<file path="config.mk">
export PLATFORM = sky130hd
export DESIGN_NAME = wdog_lockable
export DESIGN_NICKNAME = d
export VERILOG_FILES = /design/src/rtl/wdog_pkg.sv /design/src/rtl/wdog_prescaler.sv /design/src/rtl/wdog_counter.sv /design/src/rtl/wdog_regs.sv /design/src/rtl/wdog_lockable.sv
export SDC_FILE = /design/constraint.sdc
export NUM_CORES = 1
export LEC_CHECK = 0
export ABC_CLOCK_PERIOD_IN_PS = 3530
export BUFFER_PORTS_ARGS = -buffer_cell sky130_fd_sc_hd__buf_2
export CORE_MARGIN = 2
export CORE_UTILIZATION = 45
export CTS_CLUSTER_SIZE = 12
export DETAILED_ROUTE_END_ITERATION = 6
export SLEW_MARGIN = 20
export SYNTH_ARGS = -nofsm -noshare
export SYNTH_HDL_FRONTEND = slang
export SYNTH_SLANG_ARGS = --single-unit
</file>
<file path="constraint.sdc">
create_clock -name clk -period 3.53 [get_ports clk]
set_input_delay 0.706 -clock clk [delete_from_list [all_inputs] [get_ports clk]]
set_output_delay 0.706 -clock clk [all_outputs]
set_load 0.02 [all_outputs]
</file>
<file path="src/rtl/wdog_pkg.sv">
package wdog_pkg;
  localparam int ADDR_W    = 3;
  localparam int EN_BIT    = 5;
  localparam int MODE_BIT  = 1;
  localparam int SEL_LO    = 2;
  localparam int SEL_W     = 2;
  localparam int LOCK_SBIT = 4;
  localparam int PULS_SBIT = 0;

  typedef enum logic [ADDR_W-1:0] {
    A_LOAD  = 3'd0,
    A_VALUE = 3'd1,
    A_CTRL  = 3'd2,
    A_CLEAR = 3'd3,
    A_STAT  = 3'd4
  } wd_addr_e;
endpackage

</file>
<file path="src/rtl/wdog_prescaler.sv">
module wdog_prescaler #(
  parameter int SEL_W   = 2,
  parameter int DIV_LOG = 4
) (
  input  logic             clk,
  input  logic             rst,
  input  logic             en,
  input  logic             clr,
  input  logic             tick,
  input  logic [SEL_W-1:0] sel,
  output logic             step
);
  localparam int N_SEL = 1 << SEL_W;
  localparam int PRE_W = DIV_LOG * (N_SEL - 1);

  logic [PRE_W-1:0] lim [N_SEL];
  logic [PRE_W-1:0] pcnt;
  logic             hit;

  for (genvar g = 0; g < N_SEL; g++) begin : g_lim
    assign lim[g] = PRE_W'((64'd1 << (DIV_LOG * g)) - 64'd1);
  end

  assign hit  = (pcnt == lim[sel]);
  assign step = en & tick & hit;

  always_ff @(posedge clk) begin
    if (rst || clr || !en) pcnt <= '0;
    else if (tick)         pcnt <= hit ? '0 : pcnt + 1'b1;
  end

  // a stopped timer keeps its divider at zero
  a_r10_idle_div: assert property (@(posedge clk) disable iff (rst)
    !en |=> (pcnt == '0));
  // clear restarts division
  a_r8_div_restart: assert property (@(posedge clk) disable iff (rst)
    clr |=> (pcnt == '0));
endmodule

</file>
<file path="src/rtl/wdog_counter.sv">
module wdog_counter #(
  parameter int              CNT_W   = 16,
  parameter logic [CNT_W-1:0] RST_VAL = 16'h1000
) (
  input  logic             clk,
  input  logic             rst,
  input  logic             step,
  input  logic             reload,
  input  logic [CNT_W-1:0] load_val,
  output logic [CNT_W-1:0] count,
  output logic             expire
);
  logic at_end;
  assign at_end = (count <= CNT_W'(1));
  assign expire = step & ~reload & at_end;

  always_ff @(posedge clk) begin
    if (rst)                 count <= RST_VAL;
    else if (reload)         count <= load_val;
    else if (step && at_end) count <= load_val;
    else if (step)           count <= count - 1'b1;
  end

  // each step above one takes exactly one off the count
  a_r4_decrement: assert property (@(posedge clk) disable iff (rst)
    (step && !reload && !at_end) |=> (count == $past(count) - CNT_W'(1)));
  // no step and no reload leaves the count alone
  a_r10_hold: assert property (@(posedge clk) disable iff (rst)
    (!step && !reload) |=> $stable(count));
endmodule

</file>
<file path="src/rtl/wdog_regs.sv">
module wdog_regs #(
  parameter int                DATA_W   = 16,
  parameter int                EN_BIT   = 5,
  parameter logic [DATA_W-1:0] RST_LOAD = 16'h1000,
  parameter logic [DATA_W-1:0] RST_CTRL = 16'h00E9
) (
  input  logic              clk,
  input  logic              rst,
  input  logic              wr_load,
  input  logic              wr_ctrl,
  input  logic [DATA_W-1:0] wdata,
  output logic [DATA_W-1:0] load_q,
  output logic [DATA_W-1:0] ctrl_q,
  output logic              locked,
  output logic              ctrl_taken
);
  logic load_taken;
  assign ctrl_taken = wr_ctrl & ~locked;
  assign load_taken = wr_load & ~locked;

  always_ff @(posedge clk) begin
    if (rst) begin
      load_q <= RST_LOAD;
      ctrl_q <= RST_CTRL;
      locked <= 1'b0;
    end else begin
      if (load_taken) load_q <= wdata;
      if (ctrl_taken) begin
        ctrl_q <= wdata;
        if (wdata[EN_BIT]) locked <= 1'b1;
      end
    end
  end

  // lock is sticky and freezes both registers
  a_r9_lock_sticky: assert property (@(posedge clk) disable iff (rst)
    locked |=> locked);
  a_r9_frozen: assert property (@(posedge clk) disable iff (rst)
    locked |=> ($stable(load_q) && $stable(ctrl_q)));
endmodule

</file>
<file path="src/rtl/wdog_lockable.sv">
module wdog_lockable
  import wdog_pkg::*;
#(
  parameter int                DATA_W   = 16,
  parameter int                DIV_LOG  = 4,
  parameter logic [DATA_W-1:0] RST_LOAD = 16'h1000,
  parameter logic [DATA_W-1:0] RST_CTRL = 16'h00E9
) (
  input  logic              clk,
  input  logic              rst,
  input  logic              lf_tick,
  input  logic              bus_sel,
  input  logic              bus_wr,
  input  logic [ADDR_W-1:0] bus_addr,
  input  logic [DATA_W-1:0] bus_wdata,
  output logic [DATA_W-1:0] bus_rdata,
  output logic              wd_rst_req,
  output logic              wd_irq
);
  logic              wr, wr_load, wr_ctrl, wr_clr;
  logic [DATA_W-1:0] load_q, ctrl_q, count, stat;
  logic              locked, ctrl_taken, step, expire, reload;
  logic              en, irq_mode;
  logic [1:0]        pulse_cnt;
  logic              pulse;

  assign wr      = bus_sel & bus_wr;
  assign wr_load = wr & (bus_addr == A_LOAD);
  assign wr_ctrl = wr & (bus_addr == A_CTRL);
  assign wr_clr  = wr & (bus_addr == A_CLEAR);

  wdog_regs #(.DATA_W(DATA_W), .EN_BIT(EN_BIT), .RST_LOAD(RST_LOAD), .RST_CTRL(RST_CTRL)) u_regs (
    .clk(clk), .rst(rst), .wr_load(wr_load), .wr_ctrl(wr_ctrl), .wdata(bus_wdata),
    .load_q(load_q), .ctrl_q(ctrl_q), .locked(locked), .ctrl_taken(ctrl_taken));

  assign en       = ctrl_q[EN_BIT];
  assign irq_mode = ctrl_q[MODE_BIT];
  assign reload   = ctrl_taken | wr_clr;

  wdog_prescaler #(.SEL_W(SEL_W), .DIV_LOG(DIV_LOG)) u_pre (
    .clk(clk), .rst(rst), .en(en), .clr(reload), .tick(lf_tick),
    .sel(ctrl_q[SEL_LO +: SEL_W]), .step(step));

  wdog_counter #(.CNT_W(DATA_W), .RST_VAL(RST_LOAD)) u_cnt (
    .clk(clk), .rst(rst), .step(step), .reload(reload), .load_val(load_q),
    .count(count), .expire(expire));

  assign pulse = (pulse_cnt != 2'd0);

  always_ff @(posedge clk) begin
    if (rst) begin
      wd_rst_req <= 1'b0;
      wd_irq     <= 1'b0;
      pulse_cnt  <= 2'd0;
    end else begin
      wd_rst_req <= expire & ~irq_mode;
      if (expire && irq_mode) wd_irq <= 1'b1;
      else if (wr_clr)        wd_irq <= 1'b0;
      if (expire && irq_mode) pulse_cnt <= 2'd2;
      else if (pulse)         pulse_cnt <= pulse_cnt - 2'd1;
    end
  end

  always_comb begin
    stat            = '0;
    stat[LOCK_SBIT] = locked;
    stat[PULS_SBIT] = pulse;
  end

  always_ff @(posedge clk) begin
    if (rst) bus_rdata <= '0;
    else begin
      case (bus_addr)
        A_LOAD:  bus_rdata <= load_q;
        A_VALUE: bus_rdata <= count;
        A_CTRL:  bus_rdata <= ctrl_q;
        A_STAT:  bus_rdata <= stat;
        default: bus_rdata <= '0;
      endcase
    end
  end

  // reset-mode timeout requests reset next cycle, one cycle only
  a_r5_rst_pulse: assert property (@(posedge clk) disable iff (rst)
    (expire && !irq_mode) |=> wd_rst_req);
  a_r5_one_cycle: assert property (@(posedge clk) disable iff (rst)
    (wd_rst_req && !expire) |=> !wd_rst_req);
  // an interrupt never rises together with a reset request
  a_r6_exclusive: assert property (@(posedge clk) disable iff (rst)
    $rose(wd_irq) |-> !wd_rst_req);
  // status pulse lasts at least two cycles
  a_r7_pulse_width: assert property (@(posedge clk) disable iff (rst)
    $rose(pulse) |=> pulse);
  // clear drops the interrupt
  a_r8_clear_irq: assert property (@(posedge clk) disable iff (rst)
    (wr_clr && !expire) |=> !wd_irq);
endmodule

</file>
==> results by group, run 1 <==
Floorplan
  • Initial Util: 46.3%
  • Core footprint: between 8000 and 9000 um^2
  • IO Count: 42
  • Die height: 96.0 um
  • Die area: 9210 um^2
  • Site row count: 33
  • Width of the die: ~96 um

Logic synthesis
  • Ys Warns: 0
  • Synth async-reset ratio: 0%
  • Syn Nets: roughly 510
  • Leading register cell type out of synthesis: dfxtp_1
  • Synth top area share: a little over two fifths
  • Area leader, netlist: dfxtp_1
  • Largest cells by area after synthesis: dfxtp_1 (43%), nand2_1 (8.7%), a21oi_1 (7.2%)
  • Mapped Cells: ~480
  • Post-synth EDFFs: 0
  • Netlist cell types: 58
  • Synth Cell Area: 3810 um^2
  • Mean Syn Cell Area: approximately 7.9 um^2
  • Yosys reg bits: 81
  • Sequential share of the synthesized area: a little over two fifths

GRT
  • GR Overflow Total: 0
  • M1 GR Usage: between 30 and 40%
  • M2 GR Usage: ~40%
  • Met3 global-route usage: slightly above 4%
  • Largest net degree at the start of global routing: 29
  • Most used routing layer: met2
  • Number of antenna violations at the first check in global routing: 0
  • Tot GR Track Use: 24.0%
  • Vias in the first global route: approximately 3200
  • First-pass GRT wire length: around 16 mm

Worst setup path
  • Crit. path cell count: 5
  • Crit-path slowest cell: or4_4
  • Reg2reg end: u_cnt.count[2]
  • CP arrival: about 2800 ps
  • Crit path kind: flop to flop
  • FF-to-FF path depth: 5
  • CP top delay family: simple AND/OR/NAND/NOR gates
  • Critical path buffers and inverters: 0
  • Crit-path max FO: 10
  • R2R Path Start: u_cnt.count[8]
  • Worst setup path startpoint: u_cnt.count[8]
  • Critical Path Start Type: flop
  • Crit path capture: u_cnt.count[2]
  • Setup slack, reg-to-reg: 1010 ps
  • Worst-path cell chain: or4_4 > nor4_4 > and2_1 > a21oi_2 > o221a_2
  • Crit. End Element: flop
  • Worst EP required: roughly 3800 ps
  • Largest stage delay, worst path: roughly 630 ps

Worst hold path
  • Min-delay worst type: flop to flop

Drt
  • Drt pass-1 iters: 6
  • Average vias per placed instance: 5.71
  • Routed Antenna Nets: 0
  • DRC: 0
  • Routed WL per cell: approximately 17 um
  • Total Routed Length: between 10 and 15 mm
  • DR iter-0 viols: ~270
  • DR vias: between 3000 and 4000

Finish
  • Most frequent cells in the layout: nand2_1 (88), dfxtp_1 (81), nor2_1 (71), a21oi_1 (55), buf_2 (41)
  • Antenna cells: 0
  • Commonest non-fill, non-tap cell in the layout: nand2_1
  • Nets: ~540
  • Layout cell share with drive strength beyond 1: roughly 14%
  • Layout area overhead: 11.9%

CTS
  • Bufs on Longest Clock Path: 2
  • CTS buffer count: 9
  • H-tree lvl count: 3
  • Hold_buf cts: 0
  • Root Driver: clkbuf_8
  • CTS tree: built
  • Clock Pin Slew Worst Setup and Hold Paths: ~80 ps
  • Clock Latency Late Sink: ~350 ps
  • Setup Fix Bufs, Post-CTS: 0
  • Cts repair resizes: 0
  • Num Clock Sinks: 81

Timing
  • Worst hold slack: about 460 ps
  • Fin. max-slew vios: 0
  • Final setup margin: between 1000 and 1500 ps
  • Final Skew: between 4 and 5 ps
  • Setup TNS: 0 ps
  • Final Hold Viols: 0
  • RSZ-0062 raised after global routing: no
  • Tcrit/Tclk final: approximately 71%
  • Fin crit period: 2520 ps
  • Setup violations, final: 0
  • Fmax: just under 400 MHz
  • Slew margin rel.: between 40% and 50%
  • Worst-Margin Slew: approximately 840 ps

Place
  • DP Worst Slack: 881 ps
  • Port-buffer cells: slightly above 40
  • DP HPWL: approximately 7.5 mm
  • GP Congestion: 0.934

Job
  • Max_cap viols: 0

Run status
  • Outcome: completed

Power
  • Power Dens Cells: approximately 420 nW/um^2
  • Worst VDD drop: approximately 0.26 mV
  • P_leak: between 1.5 and 2 nW
  • Power Total: approximately 0.0018 W
## power by group
group / total, W / internal (W) / switching (W)
logic: 0.000155 / 0.0000569 / 0.0000976
clock network: 0.000678 / 0.000363 / 0.000316
registers: 0.000943 / 0.000927 / 0.0000158
## per-layer routing
layer | part of all wire (%) | up-vias
li1 | - | 1746
met1 | 46 | 1663
met2 | 47 | 116
met3 | 4.4 | 18
met4 | 2.4 | 0
met5 | 0 | -
## cells in the mapped netlist, types with 3 or more instances
cell type	instances
o211ai_1	3
nand2_1	88
a21oi_1	55
o21a_1	3
nand4_1	7
nor4_1	12
clkbuf_1	21
or4_1	3
buf_6	3
inv_1	6
nand3b_1	6
nand3_1	10
nor3_1	14
buf_1	5
nor2_1	71
mux2i_1	18
xor2_1	6
a31oi_1	3
xnor2_1	5
dfxtp_1	81
o2bb2ai_1	4
and3_1	3
ha_1	3
o21ai_0	7
## flip-flops by register name (all words and copies together), names as in the netlist
| name | count |
|---|---|
| bus_rdata | 16 |
| pulse_cnt | 2 |
| u_cnt.count | 16 |
| u_pre.pcnt | 12 |
| u_regs.ctrl_q | 16 |
| u_regs.load_q | 16 |
| u_regs.locked | 1 |
| wd_irq | 1 |
| wd_rst_req | 1 |
## cell families after synthesis
family	count (synthesis)	synth area share, %
AOI/OAI and AO/OA	99	16.0
muxes	19	5.03
DFF	81	42.6
and+or+nand+nor	233	28.7
xor gates and xnor gates	11	2.53
adders and majority gates	3	0.986
buffers and inverters	36	4.17
## worst min-delay path by stage
stage	startpoint	end	slack, ps	cells after the start
floorplan	u_regs.ctrl_q[10]	u_regs.ctrl_q[10]	440	2
global placement	u_regs.ctrl_q[14]	u_regs.ctrl_q[14]	450	2
detailed placement	u_regs.ctrl_q[11]	u_regs.ctrl_q[11]	450	2
CTS	u_regs.ctrl_q[11]	u_regs.ctrl_q[11]	460	2
global route	u_regs.ctrl_q[8]	u_regs.ctrl_q[8]	480	2
finish	u_regs.ctrl_q[11]	u_regs.ctrl_q[11]	460	2
## per-stage QoR
step                      util (%)  std cells  area (um^2)
after floorplan                  -        482         3810
after global placement        49.5        605         4070
after detailed placement      49.5        605         4070
after CTS                     51.9        620         4260
after global routing          51.9        620         4260
final                         51.9        620         4260
## worst reg2reg max path: stages, from the launching register on
cell and delay, ps:
dfxtp_1 410, or4_4 630, nor4_4 400, and2_1 440, a21oi_2 210, o221a_2 330
## final cells by class
class	count	area (um^2)
fillers	841	3960
clock buffers	13	159
flip-flops and latches	81	1620
inverters	6	22.5
well taps	105	131
clock inverters	2	37.5
multi-input cells	365	2030
repair buffers	48	258
Note: power is estimated with default switching activity, not from simulation.
==> run 2: changes to the inputs <==
- ABC_AREA: default -> 1
- ABC_CLOCK_PERIOD_IN_PS: 3530 -> 2050
- PLACE_DENSITY: default -> 0.66
- clock period: 3.53 -> 2.05 ns (I/O delays scaled with it)
==> run 2 against run 1 <==
Compared with the run above: via count up 4.7%; combinational power rose to 2.7 times the previous value; synthesized cell count up 17%; core utilization is 1.1 points higher; first-iteration DRC count fell by 33%; global-route usage fell by 2.8 points; wire length is 4.8% lower; clock-buffer cell count down 4; total power is 93% higher; design area increased by 8.4%; synthesized area up 6.7%; critical endpoint is now u_cnt.count[14]; largest cell class unchanged; largest power group unchanged.
==> results by group, run 2 <==
Drt
  • DRC: 0
  • Drt pass-1 iters: 4
  • Average vias per placed instance: 5.16
  • Routed WL per cell: roughly 14 um
  • Total Routed Length: 9.98 mm
  • Routed Antenna Nets: 0
  • DR vias: 3711
  • DR iter-0 viols: around 180

Timing
  • Setup violations, final: 0
  • Fin crit period: roughly 1800 ps
  • Slew margin rel.: around two thirds
  • Worst-Margin Slew: around 500 ps
  • Fin. max-slew vios: 0
  • Fmax: ~550 MHz
  • Setup TNS: 0 ps
  • Final Skew: 16.0 ps
  • RSZ-0062 raised after global routing: no
  • Tcrit/Tclk final: between 80% and 90%
  • Final Hold Viols: 0

Worst setup path
  • CP top delay family: simple AND/OR/NAND/NOR gates
  • Most numerous cell on the critical path: nand2_2
  • Worst EP required: ~2300 ps
  • Setup slack, reg-to-reg: 220 ps
  • CP arrival: between 2000 and 2500 ps
  • Largest stage delay, worst path: 370 ps
  • Crit. End Element: flop
  • Crit path kind: flop to flop
  • Crit-path max FO: 8
  • Critical Path Start Type: flop
  • Critical path buffers and inverters: 2
  • Worst-path cell chain: inv_1 > ha_2 > nand2_2 > nor2_4 > nand2_1 > nand2_2 > nand3_4 > buf_4 > nand3_1 > nand3_2 > a21oi_2
  • Crit-path slowest cell: dfxtp_1
  • Crit. path cell count: 11
  • FF-to-FF path depth: 11

Logic synthesis
  • Post-Synth XOR/XNOR Area: about 2.8%
  • Sequential share of the synthesized area: roughly two fifths
  • Largest cells by area after synthesis: dfxtp_1 (40%), nand2_1 (12%), inv_1 (6.1%)
  • Netlist cell types: 43
  • Mux contribution to synthesized area: less than 1%
  • Yosys reg bits: 81
  • Compound-Gate Fraction of Synth Area: a little over an eighth
  • Post-Synth Simple-Gate Area: between 30% and 40%
  • Post-synth EDFFs: 0
  • Count leader, synth: nand2_1
  • Adder-cell share of the synthesized area: less than 1%
  • Mapped Cells: ~560
  • Synth async-reset ratio: 0%
  • Synth top area share: about 40%
  • Leading register cell type out of synthesis: dfxtp_1
  • Post-synth top cells: nand2_1 (132), dfxtp_1 (81), inv_1 (66)
  • Mean Syn Cell Area: 7.22 um^2
  • Synth Cell Area: 4060 um^2
  • Ys Warns: 0
  • Syn Nets: just under 600
  • Largest family of logic cells by synthesized area: simple AND/OR/NAND/NOR gates
  • Area leader, netlist: dfxtp_1

Floorplan
  • Die height: 99.0 um
  • Die area: slightly below 10000 um^2
  • Initial Util: between 40% and 50%
  • Width of the die: around 99 um
  • IO Count: 42
  • Site row count: 34
  • Core footprint: roughly 8700 um^2

CTS
  • Bufs on Longest Clock Path: 2
  • Hold_buf cts: 0
  • Clock Latency Late Sink: between 300 and 400 ps
  • CTS buffer count: 9
  • Root Driver: clkbuf_8
  • Clock Pin Slew Worst Setup and Hold Paths: ~100 ps
  • H-tree lvl count: 3
  • CTS tree: built
  • Num Clock Sinks: 81

Finish
  • Antenna cells: 0
  • Layout cell share with drive strength beyond 1: about a fifth
  • Commonest non-fill, non-tap cell in the layout: nand2_1
  • Most frequent cells in the layout: nand2_1 (132), dfxtp_1 (81), inv_1 (66), nor2_1 (64), buf_2 (41)
  • Non-filler cells, final: 719
  • Layout area overhead: 13.7%
  • Finished Cell Area: ~4600 um^2
  • Nets: roughly 630

Place
  • Area after DPL: 4370 um^2
  • DP HPWL: between 7 and 8 mm
  • GP Congestion: a little under 0.9
  • Dpl cells: roughly 700
  • Port-buffer cells: ~40

Power
  • P_leak: around 2.0 nW
  • Power Dens Cells: ~740 nW/um^2
  • Worst VDD drop: 0.586 mV

Job
  • Max_cap viols: 0

Worst hold path
  • Min-delay worst type: input port to flop
  • Hold path cells: 3

GRT
  • Number of antenna violations at the first check in global routing: 0
  • Largest net degree at the start of global routing: between 50 and 60
  • Tot GR Track Use: a little over a fifth
  • Vias in the first global route: about 3600
  • First-pass GRT wire length: between 15 and 20 mm
  • GR Overflow Total: 0

Run status
  • Outcome: completed
-- run 2: cell count changes after synthesis, sizes merged, moves of 6 or more --
cell    change
o211ai      +6
a21oi      -21
nand2      +53
nand3      +36
mux2i      -17
nor3        -6
o21ai      +24
clkbuf      -7
o221ai      +8
nor4       -13
inv        +67
-- run 2: worst paths after layout --
| check | from | end |
|---|---|---|
| worst max register to register | u_cnt.count[0] | u_cnt.count[14] |
| worst min register to register | u_regs.ctrl_q[10] | u_regs.ctrl_q[10] |
| worst min-delay path | bus_wdata[7] | u_regs.ctrl_q[7] |
| worst max-delay path | u_cnt.count[0] | u_cnt.count[14] |
-- run 2: logic make-up (layout without fill, tap and decap cells) --
group	after synthesis	after routing
adders and majority gates	3	3
xor gates and xnor gates	13	13
and+or+nand+nor	279	279
DFF	81	81
buffers and inverters	96	144
AOI/OAI and AO/OA	90	90
muxes	1	1
-- run 2: worst reg2reg max path: stages (launching register included) --
cell	delay, ps
dfxtp_1	370
inv_1	140
ha_2	230
nand2_2	100
nor2_4	100
nand2_1	70
nand2_2	80
nand3_4	160
buf_4	210
nand3_1	110
nand3_2	90
a21oi_2	110
-- run 2: metrics by stage --
stage | worst slack (ps) | util, % | hold slack (ps) | power, W
6_report | 225 | 53.0 | 254 | 0.00343
3_5_place_dp | 93.9 | 50.1 | 444 | 0.00208
5_1_grt | 78.2 | 53.0 | 240 | 0.00358
3_3_place_gp | 117 | 50.1 | 442 | 0.00207
4_1_cts | 72.2 | 52.8 | 249 | 0.00345
2_1_floorplan | 369 | - | 430 | 0.00197
-- run 2: power by group --
part	leakage (nW)	switching, W	internal [W]
Sequential	0.656	0.0000288	0.00161
Clock	0.113	0.000667	0.000708
Combinational	1.28	0.000267	0.000155
-- run 2: final cells by class --
type	count	area [um^2]
clock buffers	9	124
clock inverters	7	105
fillers	838	4100
inverters	75	287
multi-input cells	386	2040
flip-flops and latches	81	1620
well taps	108	135
repair buffers	53	308
-- run 2: layer usage --
| layer | wire length (um) | global-route usage, % | up-vias |
|---|---|---|---|
| li1 | - | - | 1897 |
| met1 | 4460 | 26.5 | 1725 |
| met2 | 4990 | 36.7 | 69 |
| met3 | 328 | 3.90 | 20 |
| met4 | 201 | 7.80 | 0 |
| met5 | 0 | 0 | - |
-- run 2: what timing repair did --
item	CTS	global route
buffers inserted	0	1
endpoints found under the setup margin	0	16
gates resized for setup	0	2
endpoints found under the hold margin	0	0
